--- config.mk ---
export PLATFORM = sky130hd
export DESIGN_NAME = store_lane_fmt
export DESIGN_NICKNAME = d
export VERILOG_FILES = /design/src/rtl/store_lane_pkg.sv /design/src/rtl/store_lane_decode.sv /design/src/rtl/store_lane_mask.sv /design/src/rtl/store_lane_shift.sv /design/src/rtl/store_lane_fmt.sv
export SDC_FILE = /design/constraint.sdc
export NUM_CORES = 1
export LEC_CHECK = 0
export BUFFER_PORTS_ARGS = -buffer_cell sky130_fd_sc_hd__buf_2
export CORE_MARGIN = 2
export CORE_UTILIZATION = 44
export DETAILED_ROUTE_END_ITERATION = 7
export PLACE_DENSITY = 0.78
export SYNTH_ARGS = -nofsm -noshare
export SYNTH_HDL_FRONTEND = slang
export SYNTH_SLANG_ARGS = --single-unit
--- constraint.sdc ---
create_clock -name clk -period 0.8 [get_ports clk]
set_input_delay 0.12 -clock clk [delete_from_list [all_inputs] [get_ports clk]]
set_output_delay 0.12 -clock clk [all_outputs]
set_load 0.05 [all_outputs]
--- src/rtl/store_lane_pkg.sv ---
package store_lane_pkg;
   typedef enum logic [2:0] {
      SK_BYTE  = 3'd0,
      SK_HALF  = 3'd1,
      SK_WORD  = 3'd2,
      SK_COND  = 3'd3,
      SK_LEFT  = 3'd4,
      SK_RIGHT = 3'd5
   } store_kind_e;
endpackage

--- src/rtl/store_lane_decode.sv ---
module store_lane_decode
   import store_lane_pkg::*;
#(
   parameter int LANES = 4,
   localparam int OFF_W = $clog2(LANES),
   localparam int CNT_W = $clog2(LANES + 1)
) (
   input  logic [2:0]       kind,
   input  logic [OFF_W-1:0] off,
   output logic [OFF_W-1:0] start,
   output logic [CNT_W-1:0] count,
   output logic [CNT_W-1:0] shift_bytes,
   output logic             shift_right,
   output logic             bad
);
   localparam logic [CNT_W-1:0] LANES_C = CNT_W'(LANES);
   localparam logic [CNT_W-1:0] ONE_C   = CNT_W'(1);
   localparam logic [CNT_W-1:0] TWO_C   = CNT_W'(2);

   logic [CNT_W-1:0] off_c;
   assign off_c = CNT_W'(off);

   always_comb begin
      start       = '0;
      count       = '0;
      shift_bytes = '0;
      shift_right = 1'b0;
      bad         = 1'b0;
      case (kind)
         SK_BYTE: begin
            start       = off;
            count       = ONE_C;
            shift_bytes = LANES_C - ONE_C - off_c;
         end
         SK_HALF: begin
            if (off[0]) begin
               bad = 1'b1;
            end else begin
               start       = off;
               count       = TWO_C;
               shift_bytes = LANES_C - TWO_C - off_c;
            end
         end
         SK_WORD, SK_COND: begin
            if (off != '0) bad   = 1'b1;
            else           count = LANES_C;
         end
         SK_LEFT: begin
            start       = off;
            count       = LANES_C - off_c;
            shift_right = 1'b1;
            shift_bytes = off_c;
         end
         SK_RIGHT: begin
            count       = off_c + ONE_C;
            shift_bytes = LANES_C - ONE_C - off_c;
         end
         default: bad = 1'b1;
      endcase
   end
endmodule

--- src/rtl/store_lane_mask.sv ---
module store_lane_mask #(
   parameter int LANES = 4,
   localparam int OFF_W = $clog2(LANES),
   localparam int CNT_W = $clog2(LANES + 1)
) (
   input  logic [OFF_W-1:0] start,
   input  logic [CNT_W-1:0] count,
   input  logic             enable,
   output logic [LANES-1:0] be
);
   for (genvar k = 0; k < LANES; k++) begin : g_lane
      always_comb begin
         be[k] = enable && (k >= int'(start)) && (k < int'(start) + int'(count));
      end
   end
endmodule

--- src/rtl/store_lane_shift.sv ---
module store_lane_shift #(
   parameter int DATA_W = 32,
   localparam int LANES = DATA_W / 8,
   localparam int CNT_W = $clog2(LANES + 1)
) (
   input  logic [DATA_W-1:0] src,
   input  logic [CNT_W-1:0]  shift_bytes,
   input  logic              shift_right,
   output logic [DATA_W-1:0] dst
);
   logic [7:0] src_b [LANES];

   for (genvar j = 0; j < LANES; j++) begin : g_src
      assign src_b[j] = src[DATA_W-1-8*j -: 8];
   end

   for (genvar k = 0; k < LANES; k++) begin : g_dst
      always_comb begin
         dst[DATA_W-1-8*k -: 8] = 8'h00;
         for (int j = 0; j < LANES; j++) begin
            if (shift_right ? (j + int'(shift_bytes) == k)
                            : (k + int'(shift_bytes) == j))
               dst[DATA_W-1-8*k -: 8] = src_b[j];
         end
      end
   end
endmodule

--- src/rtl/store_lane_fmt.sv ---
module store_lane_fmt
   import store_lane_pkg::*;
#(
   parameter int ADDR_W = 32,
   parameter int DATA_W = 32
) (
   input  logic                                  clk,
   input  logic                                  rst_n,
   input  logic                                  i_valid,
   input  logic [2:0]                            i_type,
   input  logic [ADDR_W-1:0]                     i_addr,
   input  logic [DATA_W-1:0]                     i_wdata,
   output logic                                  o_valid,
   output logic [ADDR_W-1:0]                     o_addr,
   output logic [DATA_W-1:0]                     o_data,
   output logic [DATA_W/8-1:0]                   o_be,
   output logic [$clog2(DATA_W/8+1)-1:0]         o_size,
   output logic                                  o_err,
   output logic                                  o_cond_ok
);
   localparam int LANES = DATA_W / 8;
   localparam int OFF_W = $clog2(LANES);
   localparam int CNT_W = $clog2(LANES + 1);

   if (DATA_W % 8 != 0 || LANES < 2 || (LANES & (LANES - 1)) != 0) begin : g_bad_width
      $error("store_lane_fmt: DATA_W must be a power-of-two number of bytes, at least 2");
   end
   if (ADDR_W <= OFF_W) begin : g_bad_addr
      $error("store_lane_fmt: ADDR_W too small");
   end

   logic [OFF_W-1:0]  start;
   logic [CNT_W-1:0]  count;
   logic [CNT_W-1:0]  shift_bytes;
   logic              shift_right;
   logic              bad;
   logic [LANES-1:0]  be_n;
   logic [DATA_W-1:0] data_n;

   store_lane_decode #(.LANES(LANES)) dec_i (
      .kind        (i_type),
      .off         (i_addr[OFF_W-1:0]),
      .start       (start),
      .count       (count),
      .shift_bytes (shift_bytes),
      .shift_right (shift_right),
      .bad         (bad)
   );

   store_lane_mask #(.LANES(LANES)) mask_i (
      .start  (start),
      .count  (count),
      .enable (i_valid && !bad),
      .be     (be_n)
   );

   store_lane_shift #(.DATA_W(DATA_W)) shift_i (
      .src         (i_wdata),
      .shift_bytes (shift_bytes),
      .shift_right (shift_right),
      .dst         (data_n)
   );

   always_ff @(posedge clk or negedge rst_n) begin
      if (!rst_n) begin
         o_valid   <= 1'b0;
         o_addr    <= '0;
         o_data    <= '0;
         o_be      <= '0;
         o_size    <= '0;
         o_err     <= 1'b0;
         o_cond_ok <= 1'b0;
      end else begin
         o_valid   <= i_valid;
         o_addr    <= {i_addr[ADDR_W-1:OFF_W], {OFF_W{1'b0}}};
         o_data    <= data_n;
         o_be      <= be_n;
         o_size    <= (i_valid && !bad) ? count : '0;
         o_err     <= i_valid && bad;
         o_cond_ok <= i_valid && !bad && (i_type == SK_COND);
      end
   end
endmodule

-- After elaboration in Yosys (flattened, before gate mapping)
Index checks and enable logic that the tools add are counted.
- bits in registers: 72
- output and inout bits: 74
- logic and storage cells: 100
- add/subtract/negate cells: 8
- magnitude comparators: 7
- eq/ne operators: 17
- mux-type cells: 40
- reductions and logical operators: 21
- operators by type and width (operator ; number):
    $eq A32 B3 Y1 const B ; 6
    $logic_not A32 Y1 ; 4
    $mux W8 ; 16
    $eq A32 B2 Y1 const B ; 3
    $lt A3 B32 Y1 const A ; 2
    $lt A1 B32 Y1 const A ; 1
    $lt A2 B32 Y1 const A ; 1
    $mux W1 ; 15
    $pmux W3 S5 ; 1
    $eq A3 B3 Y1 const B ; 4
    $logic_and A1 B1 Y1 ; 10
    $eq A3 B2 Y1 const B ; 3
    $mux W3 ; 3
    $pmux W3 S3 ; 1
    $add A2 B3 Y4 const A ; 2
    $reduce_or A2 Y1 ; 3
    $sub A2 B2 Y3 const A ; 2
    $add A1 B3 Y4 const A ; 1
    $add A2 B3 Y4 ; 1
    $ge A1 B2 Y1 const A ; 2
    $mux W2 ; 2
    $pmux W2 S2 ; 1
    $add A2 B1 Y3 const B ; 1
    $eq A3 B1 Y1 const B ; 1
    other kinds (7) ; 7

-- Depth between registers and ports, before layout
Gate-level depths: netlist of the first run.
- word-level depth: 10
- depth in mapped cells: 13
- depth with buffers taken out: 11

-- By module
From an unflattened synthesis of the first run, not the netlist that was laid out.
- cells, all modules: 373
- area, all modules: 3824.9 µm²
- modules (own cells, without submodules) (module ; times used ; cells each ; area an instance (µm²)):
    store_lane_fmt ; 1 ; 81 ; 1874.3
    store_lane_shift ; 1 ; 237 ; 1546.5
    store_lane_decode ; 1 ; 37 ; 254.0
    store_lane_mask ; 1 ; 18 ; 150.1

-- Worst setup path before layout of the first run
No wires, ideal clock.
- kind: input to register
- start: input port i_addr[0]
- end: register o_data[0]
- arrival time: 2.590 ns
- slack: -1.916 ns
- stages on the path: 12
- cells stage by stage: buf_2 -> inv_1 -> ha_1 -> nor3b_1 -> a2111oi_4 -> inv_1 -> ha_1 -> a311o_1 -> o31ai_2 -> or2_1 -> buf_6 -> o21ai_2
- word-level cells in the longest chain between the ends: 10
- RTL lines (item ; line ; text):
    start: declaration ; store_lane_fmt.sv:11 ; input logic [ADDR_W-1:0] i_addr,
    $sub A2 B2 Y3 ; store_lane_decode.sv:41 ; shift_bytes = LANES_C - TWO_C - off_c;
    $mux W3 ; store_lane_decode.sv:36 ; if (off[0]) begin
    $pmux W3 S3 (*) ; store_lane_decode.sv:29 ; case (kind)
    $add A2 B3 Y4 ; store_lane_shift.sv:21, store_lane_shift.sv:22 ;
    $logic_not A32 Y1 ; store_lane_shift.sv:22 ; : (k + int'(shift_bytes) == j))
    $mux W1 ; store_lane_shift.sv:21 ; if (shift_right ? (j + int'(shift_bytes) == k)
    $mux W8 (3 in series) ; store_lane_shift.sv:21 ;
    $mux W8 (*) ; store_lane_shift.sv:21 ;
    via data_n[0] ; store_lane_fmt.sv:38 ; logic [DATA_W-1:0] data_n;
    end signal: assignment ; store_lane_fmt.sv:76 ; o_data <= data_n;
    end: declaration ; store_lane_fmt.sv:15 ; output logic [DATA_W-1:0] o_data,
Mark *: on every way through the listed nets, which the timed path passes. The rest lies on a longest branch.

-- Final worst setup path of the first run
- start: input port i_addr[0]
- end: register o_data[6]
Same word-level chain as after synthesis.

==> key figures, run 1 <==
Synthesis
  • Ys async rst share: 1.00
  • Seq/Total Area, Yosys: 0.517
  • Post-synthesis cell area: 3490 sq um
  • Synthesis-stage register bit count: 72
  • Cell count after synthesis: 302
  • Post-synth EDFFs: 0
  • Synth Area in Compound Gates: 0.203
  • Synth Area in Simple Gates: 0.143
  • Avg Inst Size Synth: 11.5 sq um
  • Mux contribution to synthesized area: 0.0578
  • Adder-Cell Fraction of Synth Area: 0.0380
  • YS warnings: 0
  • Ys flop type: dfrtp_1
  • Xor-xnor portion of the synthesized cell area: 0.00467
  • Post-synth cell types: 50
  • Main combinational cell family by area after synthesis: compound AO/OA/AOI/OAI gates

Placement
  • Gp weighted congestion: 0.953
  • Placed cell area: 5050 sq um
  • Dpl ws: -1.80 ns
  • Port buffer count: 141
  • DP HPWL: 7920 um

Setup path
  • Setup crit end kind: register
  • Req. time, crit path: 1.03 ns
  • Crit-path max FO: 8
  • Worst Path Arrival: 2.34 ns
  • CP startpoint kind: primary input
  • Worst path cell trace: buf_8 > buf_12 > clkinv_8 > ha_4 > nor3b_4 > a2111oi_4 > inv_1 > ha_4 > a311o_1 > a211oi_4 > buf_12 > mux2i_4 > o21ai_2
  • Top delay family on crit path: compound AO/OA/AOI/OAI gates
  • CP bufs+invs: 5
  • Slowest cell on the critical path: a311o_1
  • Worst path max stage delay: 0.35 ns
  • CP Class: primary input to register

STA
  • Max Clk Rate: 0.474 GHz
  • Total negative setup slack: -58.14 ns
  • Unrepaired setup endpoints after global routing: yes
  • Worst setup margin: -1.31 ns
  • Worst-Margin Slew: 0.816 ns
  • Min Clock Period, post-route: 2.11 ns
  • Max transition margin: 0.455
  • Final hold violations: 0
  • Final setup viols: 113
  • Final Cycle Share: 2.64
  • Slew Limit Fails: 0

Power and ir drop
  • Clock power share: 0.289
  • PD cells: 1750 nW/um^2
  • Flop pwr share: 0.348
  • Switch share: 0.352
  • Worst VDD drop: 1.07 mV
  • Logic pwr share: 0.363
  • Power Total: 11800 uW
  • Power Internal: 7630 uW
  • Sw power: 4140 uW
  • P_leak: 0.00309 uW

Worst hold path
  • Hold path cells: 3
  • Worst Hold Class: primary input to register
  • Hold Startpoint: i_wdata[29]
  • Hold Path End: o_data[21]

Route
  • Vias per cell: 5.80
  • Antenna Nets Post-Route: 0
  • WL per Instance: 22.9 um
  • Met1 wire length: 5020 um
  • Met2 routed WL: 8310 um
  • DR vias: 3925
  • Met3 wire len: 1340 um
  • Routed Wire Length: 15500 um
  • Top routing layer in use: met4
  • Drt drc: 4
  • DR iter-0 viols: 345
  • DR pass1 iterations: 8

Layout
  • Area grow syn2layout: 93.5%
  • Layout cell share with drive strength beyond 1: 0.627
  • Fin util: 0.878
  • Layout Nets: 650
  • Layout filler cell count: 307
  • Final instance area: 6750 sq um

GRT
  • Largest net degree at the start of global routing: 40
  • First-pass GRT wire length: 21100 um
  • Initial antenna violation count: 0
  • Vias in the first global route: 3924
  • GRT overflow: 0
  • Total GRT Usage: 0.328

Outcome
  • Violated checks: design-rule violations, negative setup slack
  • Status: complete, but fails checks

Clocking
  • Clock net sink count: 72
  • Clock Pin Slew Worst Setup and Hold Paths: 0.07 ns
  • H-tree Lvls: 3
  • Clock Tree Root: clkbuf_8
  • Max Root-Sink Buffers: 2
  • CTS tree: done
  • CTS Buf Count: 9

Floorplanning
  • Core area: 7690 sq um
  • Die Ht: 93.0 um
  • Die X: 93.0 um
  • Full die area: 8650 sq um
  • Site Rows: 32
  • Io pins: 144
  • Initial Util: 0.453

Run
  • Max Cap Viol: 0
-- per-layer routing --
metal  GRT usage  vias to the layer above
met5           0                        -
met4       0.169                        0
met3      0.0661                       74
met2       0.595                      272
met1       0.361                     1927
li1            -                     1652
-- kinds of logic (layout without fill, tap and decap cells) --
group,Yosys count,in the layout
AO/OA/AOI/OAI,87,87
XOR/XNOR,1,1
adder cells (fa/ha/maj),10,10
buffers and inverters,23,294
flip-flops,72,72
multiplexers,20,20
other,1,3
AND/OR/NAND/NOR,88,88
-- cells in the mapped netlist (2+ instances only) --
cell type | n | area share
a2111oi_2 | 2 | 0.0086
o21ai_0 | 5 | 0.0072
o21ai_1 | 4 | 0.0057
buf_2 | 4 | 0.0057
clkbuf_1 | 3 | 0.0032
buf_4 | 3 | 0.0065
mux2i_1 | 19 | 0.055
nor2b_1 | 6 | 0.011
o21ai_2 | 9 | 0.023
buf_1 | 3 | 0.0032
nor2_1 | 19 | 0.020
inv_1 | 7 | 0.0075
dfrtp_1 | 72 | 0.52
nand3b_1 | 2 | 0.0043
a21o_1 | 2 | 0.0043
ha_1 | 9 | 0.032
nand2_1 | 17 | 0.018
nor3_1 | 4 | 0.0057
nor3b_1 | 5 | 0.011
nand3_1 | 3 | 0.0043
a22oi_1 | 33 | 0.071
and2_1 | 18 | 0.032
buf_6 | 3 | 0.0097
a21oi_1 | 15 | 0.022
a222oi_1 | 8 | 0.023
and3_1 | 3 | 0.0054
-- cell usage in the layout, fill, tap and decap left out, drive strengths merged, types with 5 or more instances in the layout --
cell         instances
ha                   9
and2                18
nor3                 5
nor3b                6
clkbuf              12
nor2b                6
nor2                19
a222oi               8
o21ai               18
a21oi               15
dfrtp               72
mux2i               19
dlygate4sd3         32
buf                239
inv                  7
nand2               17
a22oi               33
-- worst max-delay path by stage --
| stage | from | to | slack (ns) | cells after the start |
|---|---|---|---|---|
| after floorplan | i_type[2] | o_data[0] | -1.60 | 9 |
| after global placement | i_type[0] | o_data[21] | -1.63 | 8 |
| after detailed placement | i_type[0] | o_data[16] | -1.80 | 8 |
| after CTS | i_addr[0] | o_data[6] | -1.22 | 13 |
| after global routing | i_addr[0] | o_data[4] | -1.36 | 13 |
| final | i_addr[0] | o_data[6] | -1.31 | 13 |
-- power by group through the flow --
stage	registers, uW	clock network [uW]	logic (uW)
5_1_grt	4110	3580	4420
2_1_floorplan	5170	0	945
3_3_place_gp	4070	0	3150
4_1_cts	4080	3320	3920
3_5_place_dp	4080	0	3210
6_report	4090	3400	4280
-- what timing repair did --
action,4_1_cts,5_1_grt
gates resized for setup,197,60
buffers inserted,17,14
hold buffers,32,0
gates cloned,0,1
endpoints found under the setup margin,113,113
hold endpoints to repair,103,0
pin swaps,30,22
-- layout make-up --
cell class / instances / area (sq um) / share of cell area
repair buffers: 272 / 2430 / 0.360
well taps: 102 / 128 / 0.0189
multi-input cells: 208 / 2110 / 0.313
clock inverters: 4 / 76.3 / 0.0113
inverters: 7 / 41.3 / 0.00612
diodes: 1 / 2.50 / 0.000371
flip-flops and latches: 72 / 1800 / 0.267
clock buffers: 11 / 151 / 0.0224
-- state kept, by name (all words and copies together), names as in the netlist --
| register | cells |
|---|---|
| o_data | 32 |
| o_addr | 30 |
| o_cond_ok | 1 |
| o_err | 1 |
| o_valid | 1 |
| o_be | 4 |
| o_size | 3 |
-- metrics by stage --
stage / std cells / hold WS, ns
3_3_place_gp: 603 / 0.143
5_1_grt: 676 / 0.0326
6_report: 677 / 0.0409
4_1_cts: 666 / 0.0134
2_1_floorplan: 303 / -0.176
3_5_place_dp: 603 / 0.146
No activity file was read; power rests on OpenSTA's default activity.
==> run 2: changes to the inputs <==
CORE_UTILIZATION = 52   (was 44)
PLACE_DENSITY = 0.87   (was 0.78)
clock period = 2.6 ns   (was 0.8 ns; I/O delays follow)
==> run 2 against run 1 <==
Compared with the run above: the flow finishes with violations (design-rule violations); clock power is 70% lower; critical path depth is 2 lower; first-iteration DRC count is 16% lower; clock-buffer cell count is 1 higher; via count is 17% lower; flip-flop and latch count stayed put; largest power group is now registers.
==> key figures, run 2 (synthesis gave the netlist of run 1 again) <==
Layout
  • Layout Nets: 554
  • Commonest non-fill, non-tap cell in the layout: buf_2
  • Layout cell share with drive strength beyond 1: 0.457
  • Largest register FFs: 32
  • Biggest regs: o_data x32, o_addr x30, o_be x4
  • Largest reg by FF count: o_data
  • Layout Cells excl Fill: 556
  • Area grow syn2layout: 36.8%
  • Diode count: 0
  • Most frequent cells in the layout: buf_2 (141), dfrtp_1 (72), a22oi_1 (33), buf_4 (33)

GRT
  • Initial antenna violation count: 0
  • GRT overflow: 0
  • Total GRT Usage: 0.282
  • Vias in the first global route: 3265
  • First-pass GRT wire length: 16000 um
  • Largest net degree at the start of global routing: 40

Setup path
  • Worst path max stage delay: 0.55 ns
  • Top delay family on crit path: simple AND/OR/NAND/NOR gates
  • Slowest cell on the critical path: nor3_2
  • Worst Path Arrival: 2.68 ns
  • Worst path cell trace: buf_2 > xnor2_4 > buf_4 > a22oi_1 > nor2_1 > ha_1 > buf_4 > nand2_1 > nor3_2 > a222oi_1 > a21oi_1
  • Req. time, crit path: 2.87 ns
  • Setup crit end kind: register
  • CP bufs+invs: 3
  • CP startpoint kind: primary input
  • Most common cell on crit path: buf_4
  • Crit-path max FO: 8
  • CP Class: primary input to register

Route
  • DR vias: 3262
  • Vias per cell: 5.87
  • Routed Wire Length: 10300 um
  • DR iter-0 viols: 289
  • DR pass1 iterations: 8
  • Drt drc: 13
  • WL per Instance: 18.6 um
  • Antenna Nets Post-Route: 0

Clocking
  • Post-CTS setup-driven buffer insertion count: 0
  • Clock Pin Slew Worst Setup and Hold Paths: 0.08 ns
  • Max Root-Sink Buffers: 2
  • H-tree Lvls: 3
  • Post-cts resize count: 0
  • CTS Buf Count: 9
  • CTS tree: done
  • Clock Tree Root: clkbuf_8
  • Post-CTS Hold Buffers: 0
  • Clock net sink count: 72

STA
  • Max Clk Rate: 0.414 GHz
  • Final Cycle Share: 0.930
  • Slew Limit Fails: 0
  • Max transition margin: 0.455
  • Unrepaired setup endpoints after global routing: no
  • Worst setup margin: 0.183 ns
  • Worst-Margin Slew: 0.816 ns
  • Final hold violations: 0
  • Min Clock Period, post-route: 2.42 ns
  • Final setup viols: 0

Run
  • Max Cap Viol: 0

Power and ir drop
  • Worst VDD drop: 0.363 mV
  • P_leak: 0.00238 uW
  • PD cells: 662 nW/um^2

Placement
  • Dpl ws: -0.167 ns
  • Port buffer count: 141
  • Gp weighted congestion: 0.921
  • Placed Instances: 540
  • DP HPWL: 7410 um

Floorplanning
  • Site Rows: 29
  • Die Ht: 85.9 um
  • Full die area: 7370 sq um
  • Initial Util: 0.543
  • Core area: 6420 sq um
  • Io pins: 144
  • Die X: 85.9 um

Outcome
  • Status: complete, but fails checks
  • Violated checks: design-rule violations

Worst hold path
  • Worst Hold Class: primary input to asynchronous set/reset pin
## run 2: per-layer routing
layer | up-vias | wire (um) | global-route usage | part of all wire
met2 | 210 | 5210 | 0.474 | 0.50
met3 | 41 | 958 | 0.0549 | 0.093
met1 | 1558 | 3770 | 0.342 | 0.36
li1 | 1453 | - | - | -
met5 | - | 0 | 0 | 0
met4 | 0 | 405 | 0.152 | 0.039
## run 2: final cells by class
class / instances / area (sq um)
fill: 426 / 1650
tap: 77 / 96.3
clock inverter: 4 / 76.3
multi-input combinational: 208 / 1610
clock buffer: 12 / 155
sequential: 72 / 1800
timing repair buffer: 176 / 993
inverter: 7 / 33.8
## run 2: where the power goes
part	total (uW)	switching, uW	leakage [uW]	internal [uW]
combinational	903	641	0.00138	262
sequential	1230	22.2	0.000882	1210
clock	1020	427	0.000113	595
total	3160	1090	0.00238	2070
## run 2: through the flow
stage               instance area, sq um  hold WS, ns  power, uW  TNS, ns   util
floorplan                           3560       0.0944       1850   -0.568      -
global placement                    4540        0.452       2130   -0.509  0.707
detailed placement                  4540        0.464       2150    -3.09  0.707
CTS                                 4770       0.0879       3160        0  0.743
global route                        4770        0.123       3270        0  0.743
finish                              4770       0.0835       3160        0  0.743
## run 2: worst paths after layout
path	from	to	slack (ns)	cells after the start
worst max-delay path	i_type[0]	o_data[9]	0.18	11
worst min-delay path	rst_n	o_size[2]	0.08	2
max in group asynchronous	rst_n	o_data[25]	2.16	2
min in group clk	i_addr[30]	o_addr[30]	0.15	1
